[src/rtl/sdram_chk_pkg.sv]
package sdram_chk_pkg;

    typedef enum logic [2:0] {
        CMD_LMR  = 3'b000,
        CMD_AREF = 3'b001,
        CMD_PRE  = 3'b010,
        CMD_ACT  = 3'b011,
        CMD_WR   = 3'b100,
        CMD_RD   = 3'b101,
        CMD_BST  = 3'b110,
        CMD_NOP  = 3'b111
    } cmd_e;

    typedef enum logic [2:0] {
        BS_IDLE    = 3'd0,
        BS_OPENING = 3'd1,
        BS_OPEN    = 3'd2,
        BS_CLOSING = 3'd3,
        BS_RD      = 3'd4,
        BS_WR      = 3'd5,
        BS_RD_AP   = 3'd6,
        BS_WR_AP   = 3'd7
    } bank_st_e;

    typedef struct packed {
        logic sel;
        cmd_e op;
    } bus_cmd_t;

    localparam int ST_W = 3;

    function automatic logic pre_ok(bank_st_e s);
        return (s == BS_IDLE) || (s == BS_OPEN) || (s == BS_RD) || (s == BS_WR);
    endfunction

    function automatic logic col_ok(bank_st_e s);
        return (s == BS_OPEN) || (s == BS_RD) || (s == BS_WR);
    endfunction

    function automatic logic is_col(cmd_e c);
        return (c == CMD_RD) || (c == CMD_WR);
    endfunction

endpackage

[src/rtl/sdram_bank_fsm.sv]
module sdram_bank_fsm
    import sdram_chk_pkg::*;
#(
    parameter int T_RCD     = 3,
    parameter int T_RP      = 3,
    parameter int BURST_LEN = 4
) (
    input  logic     clk,
    input  logic     rst,
    input  logic     open_i,
    input  logic     col_i,
    input  logic     col_wr_i,
    input  logic     col_ap_i,
    input  logic     close_i,
    input  logic     stop_i,
    input  logic     cut_i,
    output bank_st_e state_o
);
    localparam int CW = $clog2(BURST_LEN + T_RP + T_RCD + 1);
    localparam logic [CW-1:0] LD_RCD = CW'(T_RCD - 1);
    localparam logic [CW-1:0] LD_RP  = CW'(T_RP - 1);
    localparam logic [CW-1:0] LD_BL  = CW'(BURST_LEN - 1);
    localparam logic [CW-1:0] LD_AP  = CW'(BURST_LEN + T_RP - 1);

    bank_st_e        st;
    logic [CW-1:0]   cnt;

    always_ff @(posedge clk) begin
        if (rst) begin
            st  <= BS_IDLE;
            cnt <= '0;
        end else if (open_i) begin
            st  <= BS_OPENING;
            cnt <= LD_RCD;
        end else if (col_i) begin
            if (col_ap_i) begin
                st  <= col_wr_i ? BS_WR_AP : BS_RD_AP;
                cnt <= LD_AP;
            end else begin
                st  <= col_wr_i ? BS_WR : BS_RD;
                cnt <= LD_BL;
            end
        end else if ((close_i && st != BS_IDLE) || cut_i) begin
            st  <= BS_CLOSING;
            cnt <= LD_RP;
        end else if (stop_i) begin
            st  <= BS_OPEN;
            cnt <= '0;
        end else if (cnt != '0) begin
            cnt <= cnt - 1'b1;
            if (cnt == CW'(1)) begin
                case (st)
                    BS_OPENING, BS_RD, BS_WR:        st <= BS_OPEN;
                    BS_CLOSING, BS_RD_AP, BS_WR_AP:  st <= BS_IDLE;
                    default:                         st <= st;
                endcase
            end
        end
    end

    assign state_o = st;
endmodule

[config.mk]
export PLATFORM = sky130hd
export DESIGN_NAME = sdram_bank_fsm
export DESIGN_NICKNAME = d
export VERILOG_FILES = /design/src/rtl/sdram_chk_pkg.sv /design/src/rtl/sdram_bank_fsm.sv
export SDC_FILE = /design/constraint.sdc
export NUM_CORES = 1
export LEC_CHECK = 0
export BUFFER_PORTS_ARGS = -buffer_cell sky130_fd_sc_hd__buf_2
export CORE_AREA = 10 10 47 49
export CTS_CLUSTER_DIAMETER = 80
export CTS_CLUSTER_SIZE = 20
export DETAILED_ROUTE_END_ITERATION = 10
export DIE_AREA = 0 0 57 59
export GPL_TIMING_DRIVEN = 1
export PLACE_DENSITY_LB_ADDON = 0.15
export SETUP_SLACK_MARGIN = 0.2
export SYNTH_ARGS = -nofsm -noshare
export SYNTH_HDL_FRONTEND = slang
export SYNTH_SLANG_ARGS = --single-unit
[constraint.sdc]
create_clock -name clk -period 1.39 [get_ports clk]
set_input_delay 0.139 -clock clk [delete_from_list [all_inputs] [get_ports clk]]
set_output_delay 0.139 -clock clk [all_outputs]
set_load 0.03 [all_outputs]
**Word-level counts from Yosys, hierarchy flattened**

Index checks and enable logic that the tools add are counted.

- Muxes and demuxes: 16
- Shift-type cells: 0
- $mul: 0
- Bitwise logic cells: 0
- $lt $le $gt $ge: 0
- Eq/ne operators: 7
- Div/mod/pow operators: 0
- Reduce and logical (&&, ||, !) cells: 15
- $add $sub $neg: 1

Operators by type and width:

| cell | number |
|---|---|
| $mux 3 | 6 |
| $mux 4 | 4 |
| $reduce_bool 5->1 | 3 |
| $eq 3x3->1 const B | 4 |
| $reduce_bool 4->1 | 3 |
| $pmux 3 s2 | 1 |
| $reduce_and 3->1 | 2 |
| $reduce_bool 6->1 | 1 |
| $reduce_or 3->1 | 2 |
| $eq 4x1->1 const B | 1 |
| $mux 2 | 2 |
| $sub 4x1->4 const B | 1 |
| $eq 3x1->1 const B | 1 |
| $eq 3x2->1 const B | 1 |
| $mux 1 | 3 |
| $reduce_bool 3->1 | 1 |
| $reduce_or 2->1 | 1 |
| $logic_and 1x1->1 | 1 |
| $logic_or 1x1->1 | 1 |

- Memories: 0
- Word-level logic and storage cells: 43
- Output and inout port bits: 3
- Bits in read-only memories: 0
- Memory bits (writable): 0
- Input port bits: 9
- Bits in latches: 0
- Bits in registers: 7

**Depth between registers and ports, before layout**

Gate-level depths: netlist (run 1).

- Depth in word-level cells: 9
- Mapped depth: 6

**Worst setup path before layout (run 1)**

OpenSTA, ideal clock, no wires.

- Path type: reg2reg
- From: reg cnt[0]
- To: reg st[1] (netlist: state_o[1])
- Path slack: -0.096 ns
- Period minus slack after synthesis: 1.486 ns
- Cell stages (with the launch flop): 7
- Required time: 1.324 ns
- Setup time: 0.066 ns
- Path buffers: 0
- Arrival: 1.420 ns
- Cells stage by stage: dfxtp_1 > inv_1 > ha_1 > nor4b_1 > o21ai_1 > a211o_1 > a21oi_2

- Cells in the longest elaborated chain, start to end: 3
- Elaborated cells between the ends (all ways): 5
- Those cells by class: eq/ne (1); reduce/logical (4)

Ends and longest elaborated chain:

| item | RTL line | text |
|---|---|---|
| start: declaration | sdram_bank_fsm.sv:26 | `logic [CW-1:0] cnt;` |
| start signal: assignment | sdram_bank_fsm.sv:50 | `cnt <= cnt - 1'b1;` |
| $eq 4x1->1 / $reduce_bool 4->1 (equally long branches) | sdram_bank_fsm.sv:51, sdram_bank_fsm.sv:49 |  |
| $reduce_bool 4->1 (no source line) | n/a |  |
| $reduce_and 3->1 (no source line) (*) | n/a |  |
| end signal: assignment | sdram_bank_fsm.sv:37 | `st <= col_wr_i ? BS_WR_AP : BS_RD_AP;` |
| end signal: assignment | sdram_bank_fsm.sv:40 | `st <= col_wr_i ? BS_WR : BS_RD;` |
| end signal: assignment | sdram_bank_fsm.sv:55 | `default: st <= st;` |
| end: declaration | sdram_bank_fsm.sv:25 | `bank_st_e st;` |

Every way passes the cells marked *; elsewhere a longest branch is shown, timed or not.
A chain may end at the register's enable or synchronous reset.

**Final worst setup path (run 1)**

- From: reg cnt[1]
- To: reg cnt[1]

- Cells in the longest elaborated chain, start to end: 6
- Elaborated cells between the ends (all ways): 8
- Those cells by class: add/sub (1); mux (5); reduce/logical (2)

Ends and longest elaborated chain:

| item | RTL line | text |
|---|---|---|
| $sub 4x1->4 | sdram_bank_fsm.sv:50 |  |
| $mux 4 | sdram_bank_fsm.sv:49 | `end else if (cnt != '0) begin` |
| $mux 4 | sdram_bank_fsm.sv:46 | `end else if (stop_i) begin` |
| $mux 4 | sdram_bank_fsm.sv:43 | `end else if ((close_i && st != BS_IDLE) \|\| cut_i) begin` |
| $mux 4 | sdram_bank_fsm.sv:35 | `end else if (col_i) begin` |
| $mux 2 | sdram_bank_fsm.sv:32 | `end else if (open_i) begin` |

Several ways; a longest one is shown, not always the timed one. The select of a mux whose other input is x is not followed.

==> flow_summary.yaml, run 1 <==
placed_design:
  dp_cells: 80
  placed_cell_area_um2: 551
  gp_congestion: 0.682
  dpl.hpwl_um: 870
  portBuffers: 11
  dp_slack_ns: -0.0241
synth:
  synth_area_leaders: "dfxtp_1, ha_1, nor2_1"
  netlist.area_leader.share: 0.341
  synth_nets: 59
  synth_top_area_cell: "dfxtp_1"
  synth_area_um2: 410
  yosysSeqAreaShare: 0.341
  avgSynthCellArea_um2: 8.55
  ys_ff_latch: 7
  synth_cells: 48
  synth_cell_type_count: 26
  synth_warnings: 0
critical_path:
  rr_startpoint: "cnt[1]"
  r2r_slack_ns: -0.02
  cp_max_fo: 4
  r2r_end: "cnt[1]"
  crit_start: "cnt[1]"
  start_kind: "flip-flop"
  end_kind: "flip-flop"
  r2r_cells: 5
  crit_path_end: "cnt[1]"
  path_class: "reg2reg"
  critPathRequiredTime_ns: 1.58
  critPathArrivalTime_ns: 1.60
sta:
  fin_ws_ns: -0.0212
  post-route-min-period_ns: 1.41
  period_share: 1.02
  tightestPinTransition_ns: 0.272
  fin_skew_ns: 0.00188
  fin_setup_tns_ns: -0.0212
  fmax_mhz: 709
  setup_viol: 1
  slew_headroom: 0.818
  hold_slack_ns: 0.0692
  hold_violations: 0
  maxSlewViolCount: 0
  rsz0062_at_grt: "yes"
cts:
  cts_sinks: 7
  path_clk_slew_ns: 0.05
  clockBufferDepth: 2
  cts_max_level: 1
  cts_inserted_buffers: 3
  postCtsHoldBufs: 0
  root_buffer: "clkbuf_4"
  clkLatencyLatePin_ns: 0.25
  cts_tree: "done"
detailed_routing:
  wire_per_inst_um: 13.2
  totalWireLength_mm: 1.14
  vias: 445
  drcViolationCount: 0
  drt_iter0_markers: 15
  first_pass_iters: 3
  postRouteAntennaNets: 0
  viasPerCell: 5.17
layout:
  instances_no_fill: 86
  fin_area_um2: 661
  mostFrequentLayoutCell: "buf_2"
  drive_above_1_share: 0.629
  diodes: 0
  syn2layout_area_growth_pct: 61.0
  final_util: 0.471
  nFillCells: 138
  fin_nets: 82
  final_cell_mix: "buf_2, nor2_1, buf_4"
grt:
  grtUsageTotal: 0.0678
  grt_remaining_overflow: 0
  grt_pass1_vias: 466
  grt_pass1_wl_mm: 1.89
  antenna_found_initial: 0
  grt_max_degree: 7
pwr:
  power_density_nw_per_um2: 827
  power_mw: 0.546
  leakage_nw: 0.260
  peakVddDrop_mv: 0.344
outcome:
  violations: "negative setup slack"
  status: "complete, but fails checks"
run:
  drv_cap: 0
worst_hold_path:
  worstHoldPathType: "in2reg"
floorplanning:
  core_um2: 1400
  row_count: 14
  start_util: 0.293
  die_x_um: 57
  die_height_um: 59
  die_area_um2: 3360
  io_pins: 12
## cell type report
type / count / area [um^2] / area share
multi-input combinational: 39 / 347 / 0.525
timing repair buffer: 18 / 111 / 0.169
sequential: 7 / 146 / 0.222
tap: 16 / 20.0 / 0.0303
clock buffer: 4 / 26.3 / 0.0398
inverter: 2 / 10.0 / 0.0152
## cells by family (layout without fill, tap and decap cells)
| logic type | after synthesis | count (layout) | share of synthesized area |
|---|---|---|---|
| and+or+nand+nor | 23 | 23 | 0.338 |
| AOI/OAI and AO/OA | 13 | 13 | 0.220 |
| DFF | 7 | 7 | 0.341 |
| adders and majority gates | 2 | 2 | 0.0610 |
| buffers and inverters | 2 | 24 | 0.0183 |
| xor gates and xnor gates | 1 | 1 | 0.0213 |
## worst min path at each step
stage                     start         end  cells past startpoint
after detailed placement    rst      cnt[1]                      2
after global routing        rst  state_o[0]                      2
final                       rst      cnt[1]                      2
after global placement      rst      cnt[1]                      2
after floorplan             rst      cnt[1]                      1
after CTS                   rst      cnt[1]                      2
## synthesized netlist by cell type, drive strengths merged
cell	n
dfxtp	7
nor2	7
a21oi	6
nor3	3
a211o	2
ha	2
inv	2
nand2b	2
nand3	2
or3	2
a211oi	1
a22oi	1
a31oi	1
and4b	1
nand2	1
nor2b	1
nor4	1
nor4b	1
o21ai	1
o31a	1
or2	1
or3b	1
xor2	1
## per-layer routing
layer / GRT usage / part of all wire / vias to the layer above
met3: 0.0279 / 0.054 / 3
met5: 0 / 0 / -
li1: - / - / 223
met2: 0.105 / 0.47 / 11
met4: 0.0302 / 0.017 / 0
met1: 0.0794 / 0.46 / 208
## power breakdown
group          internal (mW)  switching (mW)  leakage [nW]
Clock                  0.110          0.0789        0.0150
Sequential             0.212          0.0119        0.0590
Combinational         0.0645          0.0690         0.186
## sequential cells by signal (all words and copies together), names as in the netlist
| register | cells |
|---|---|
| cnt | 4 |
| state_o | 3 |
## worst max-delay path, cell delays in order (launching register included)
cell,delay [ns]
dfxtp_2,0.33
inv_4,0.07
ha_4,0.15
or3b_4,0.40
a211o_1,0.28
a21oi_2,0.11
## timing repair
action | 4_1_cts | 5_1_grt
pin swaps | 4 | 7
buffers inserted | 2 | 0
setup endpoints to repair | 7 | 7
gates resized for setup | 4 | 10
No activity file was read; power rests on OpenSTA's default activity.
==> run 2, diff against run 1 <==
BUFFER_PORTS_ARGS = not set   (was -buffer_cell sky130_fd_sc_hd__buf_2)
DONT_BUFFER_PORTS = 1   (was not set)
==> flow_summary.yaml, run 2 (same netlist as run 1, synthesis figures left out) <==
outcome:
  status: "complete, but fails checks"
  violations: "negative setup slack"
floorplanning:
  die_area_um2: 3360
  row_count: 14
  io_pins: 12
  start_util: 0.293
  core_um2: 1400
  die_x_um: 57
  die_height_um: 59
placed_design:
  dp_cells: 72
  dpl.hpwl_um: 923
  gp_congestion: 0.754
  portBuffers: 0
cts:
  cts_tree: "done"
  root_buffer: "clkbuf_4"
  cts_max_level: 1
  clkLatencyLatePin_ns: 0.26
  cts_inserted_buffers: 3
  cts_sinks: 7
  clockBufferDepth: 2
  path_clk_slew_ns: 0.05
critical_path:
  end_kind: "flip-flop"
  start_kind: "flip-flop"
  path_class: "reg2reg"
  cp_max_fo: 4
  critPathRequiredTime_ns: 1.58
  critPathArrivalTime_ns: 1.60
detailed_routing:
  viasPerCell: 5.44
  postRouteAntennaNets: 0
  drcViolationCount: 0
  drt_iter0_markers: 11
  wire_per_inst_um: 15.4
  totalWireLength_mm: 1.27
  first_pass_iters: 4
  vias: 446
layout:
  nFillCells: 149
  diodes: 0
  mostFrequentLayoutCell: "buf_4"
  top_register: "cnt"
  fin_nets: 78
  ff_latch_area_um2: 146
  multi_input_area_um2: 318
  drive_above_1_share: 0.530
  largest_reg_flops: 4
  final_util: 0.448
  instances_no_fill: 82
  syn2layout_area_growth_pct: 53.0
  final_cell_mix: "buf_4, nor2_1, dfxtp_2"
grt:
  grtUsageTotal: 0.0795
  antenna_found_initial: 0
  grt_max_degree: 7
  grt_remaining_overflow: 0
  grt_pass1_vias: 460
  grt_pass1_wl_mm: 2.08
sta:
  post-route-min-period_ns: 1.41
  fin_skew_ns: 0.000505
  rsz0062_at_grt: "yes"
  maxSlewViolCount: 0
  tightestPinTransition_ns: 0.230
  fmax_mhz: 710
  fin_ws_ns: -0.0185
  period_share: 1.01
  hold_violations: 0
  hold_slack_ns: 0.0521
  slew_headroom: 0.846
  setup_viol: 1
worst_hold_path:
  worstHoldPathType: "in2reg"
pwr:
  leakage_nw: 0.246
  power_density_nw_per_um2: 848
  peakVddDrop_mv: 0.432
run:
  drv_cap: 0
==> run 2: cell count changes in the layout (fill, tap and decap cells not counted), moves of 2 or more <==
cell	before	now
a21oi_1	1	3
a21oi_2	5	3
buf_4	6	12
buf_2	11	0
dlygate4sd3_1	0	2
==> run 2: metal layers <==
layer | up-vias | GRT usage | wire, um
met5 | - | 0 | 0
met4 | 0 | 0.0604 | 34
met3 | 5 | 0.0451 | 118
met2 | 18 | 0.129 | 615
met1 | 210 | 0.0736 | 498
li1 | 213 | - | -
==> run 2: repair_timing <==
item,in CTS,in global routing
setup buffers,4,0
hold buffers,1,1
endpoints found under the setup margin,7,7
pin swaps,5,2
resized for setup,4,3
endpoints found under the hold margin,3,2
==> run 2: through the flow <==
stage	cell area (um^2)	setup WS (ns)	power, mW	setup TNS (ns)
2_1_floorplan	438	0.0520	0.295	0
6_report	628	-0.0185	0.533	-0.0185
5_1_grt	628	-0.0769	0.565	-0.234
3_5_place_dp	518	-0.0553	0.326	-0.104
3_3_place_gp	518	-0.0315	0.324	-0.0430
4_1_cts	607	-0.0194	0.532	-0.0243
==> run 2: layout make-up <==
type	instances	area share
clock buffer	4	0.0418
timing repair buffer	14	0.175
sequential	7	0.233
inverter	2	0.0120
tap	16	0.0319
multi-input combinational	39	0.506
==> run 2: final timing paths <==
kind | startpoint | end | slack [ns] | depth (start not counted)
max | cnt[0] | cnt[1] | -0.02 | 5
min | stop_i | cnt[1] | 0.05 | 2
max reg2reg | cnt[0] | cnt[1] | -0.02 | 5
min reg2reg | state_o[0] | state_o[0] | 0.51 | 2
==> run 2: critical path, stage by stage (launching register included) <==
cell and delay [ns]:
dfxtp_2 0.33, inv_2 0.07, ha_4 0.15, or3b_4 0.41, a211o_1 0.28, a21oi_2 0.11
==> run 2: power breakdown <==
group / internal (mW) / total (mW) / leakage (nW) / switching (mW)
Combinational: 0.0610 / 0.121 / 0.172 / 0.0601
Clock: 0.110 / 0.189 / 0.0150 / 0.0793
Sequential: 0.212 / 0.222 / 0.0590 / 0.0101
==> run 3, diff against run 2 <==
ABC_AREA = 1   (was not set)
CAP_MARGIN = 10   (was not set)
==> flow_summary.yaml, run 3 <==
outcome:
  status: "completed"
layout:
  largest_reg_flops: 4
  syn2layout_area_growth_pct: 26.7
  drive_above_1_share: 0.424
  diodes: 0
  final_cell_mix: "nor2_1, nand2_1, inv_1"
  nFillCells: 168
  mostFrequentLayoutCell: "nor2_1"
  top_register: "cnt"
  ff_latch_area_um2: 144
  fin_nets: 111
  multi_input_area_um2: 365
  fin_area_um2: 696
sta:
  hold_slack_ns: 0.0316
  fmax_mhz: 830
  post-route-min-period_ns: 1.20
  setup_viol: 0
  rsz0062_at_grt: "yes"
  period_share: 0.866
  slew_headroom: 0.800
  tightestPinTransition_ns: 0.299
  fin_skew_ns: 0.00320
  hold_violations: 0
  maxSlewViolCount: 0
  fin_setup_tns_ns: 0
synth:
  synth_cells: 86
  avgSynthCellArea_um2: 6.39
  synth_warnings: 0
  synth_area_leaders: "dfxtp_1, nor2_1, nand2_1"
  synth_edf_count: 0
  synth_nets: 97
  synth_cell_type_count: 18
  synth_xor_area_frac: 0
  synthMuxAreaShare: 0
  synth_top_family_by_area: "simple AND/OR/NAND/NOR gates"
  synth_fa_ha_area_frac: 0.0456
  synth-main-ff-cell: "dfxtp_1"
  post_synth_and_or_nand_nor_area_fraction: 0.478
  synth_area_um2: 549
  netlist.area_leader.share: 0.255
  yosysSeqAreaShare: 0.255
  synth_compound_area_frac: 0.105
  synthArstFlopShare: 0
  yosys-top-cells-count: "nor2_1, nand2_1, inv_1"
  ys_ff_latch: 7
  synth_top_area_cell: "dfxtp_1"
  synth_most_common_cell: "nor2_1"
cts:
  path_clk_slew_ns: 0.06
  cts_max_level: 1
  clockBufferDepth: 2
  postCtsHoldBufs: 0
  cts_tree: "done"
  clkLatencyLatePin_ns: 0.26
  cts_sinks: 7
  root_buffer: "clkbuf_4"
  cts_inserted_buffers: 3
floorplanning:
  core_um2: 1400
  die_height_um: 59
  io_pins: 12
  die_area_um2: 3360
  start_util: 0.392
  row_count: 14
  die_x_um: 57
placed_design:
  dpl.hpwl_mm: 1.05
  gp_congestion: 0.758
  placed_cell_area_um2: 607
  portBuffers: 0
grt:
  grt_pass1_vias: 583
  grtUsageTotal: 0.0878
  grt_max_degree: 7
  antenna_found_initial: 0
  grt_remaining_overflow: 0
  grt_pass1_wl_mm: 2.39
worst_hold_path:
  worstHoldPathType: "in2reg"
detailed_routing:
  vias: 546
  met2_length_um: 681
  wire_per_inst_um: 12.0
  drt_iter0_markers: 7
  drcViolationCount: 0
  viasPerCell: 4.75
  route.top_layer_used: "met4"
  postRouteAntennaNets: 0
  totalWireLength_mm: 1.38
  route.met3.wl_um: 100
  wl_met1_um: 565
  first_pass_iters: 4
pwr:
  seqPwrFrac: 0.387
  pwr-share-comb: 0.257
  power_density_nw_per_um2: 820
  clockPowerShare: 0.356
  leakage_nw: 0.322
  p_int_mw: 0.381
  switchingPower_mw: 0.190
  peakVddDrop_mv: 0.352
  swShare: 0.332
critical_path:
  end_kind: "flip-flop"
  path_class: "reg2reg"
  critPathArrivalTime_ns: 1.36
  start_kind: "flip-flop"
  cp_max_fo: 3
  critPathRequiredTime_ns: 1.55
run:
  drv_cap: 0
==> run 3: changes by cell type after synthesis, moves of 2 or more <==
cell      previous run  this run
nor2_1               6        19
nand2_1              1        12
inv_1                2        11
inv_2                0         6
nand2_2              0         4
nand4_1              0         4
nor2_2               0         4
nor3_1               3         0
o21ai_0              0         3
a211o_1              2         0
nand2b_1             2         0
==> run 3: layout make-up <==
class                           count  area share
Tap cell                           16      0.0288
Sequential cell                     7       0.207
Inverter                           17      0.0989
Timing Repair Buffer                9       0.103
Multi-Input combinational cell     62       0.525
Clock buffer                        4      0.0378
==> run 3: power by group through the flow <==
| stage | Sequential, mW | Clock (mW) | Combinational [mW] |
|---|---|---|---|
| final | 0.221 | 0.203 | 0.147 |
| after global routing | 0.222 | 0.209 | 0.166 |
| after CTS | 0.220 | 0.202 | 0.139 |
| after detailed placement | 0.225 | 0 | 0.125 |
| after global placement | 0.224 | 0 | 0.126 |
| after floorplan | 0.234 | 0 | 0.0892 |
==> run 3: per-layer routing <==
layer / global-route usage / up-vias
li1: - / 295
met1: 0.0856 / 233
met2: 0.153 / 14
met3: 0.0365 / 4
met4: 0.0503 / 0
met5: 0 / -
==> run 3: logic make-up after synthesis <==
| logic type | Yosys count |
|---|---|
| AO/OA/AOI/OAI | 10 |
| flip-flops | 7 |
| buffers and inverters | 17 |
| adder cells (fa/ha/maj) | 2 |
| AND/OR/NAND/NOR | 50 |
==> run 3: per-stage QoR <==
step           instances  utilization  power (mW)  worst slack, ns
2_1_floorplan         86            -       0.323            0.214
3_3_place_gp         105        0.433       0.350            0.138
3_5_place_dp         105        0.433       0.350            0.139
4_1_cts              113        0.481       0.561            0.182
5_1_grt              115        0.496       0.597            0.106
6_report             115        0.496       0.570            0.186
==> run 3: worst paths after layout <==
| check | start | endpoint | slack (ns) | cells after the start |
|---|---|---|---|---|
| worst max-delay path | cnt[0] | state_o[0] | 0.19 | 11 |
| worst min-delay path | rst | cnt[1] | 0.03 | 3 |
| worst max register to register | cnt[0] | state_o[0] | 0.19 | 11 |
| worst min register to register | cnt[1] | cnt[1] | 0.50 | 2 |
==> run 3: critical path, stage by stage, from the launching register on <==
cell	delay [ns]
dfxtp_2	0.33
inv_2	0.07
ha_4	0.14
inv_4	0.04
nor2_4	0.09
nor2_2	0.04
nand2_2	0.06
inv_2	0.05
nor2_2	0.12
nand2_1	0.06
nand2_1	0.05
nor2_1	0.03
==> run 3: timing repair <==
item / in CTS / in global routing
buffers inserted: 4 / 2
endpoints found under the setup margin: 3 / 7
resized for setup: 4 / 5
pin swaps: 7 / 2
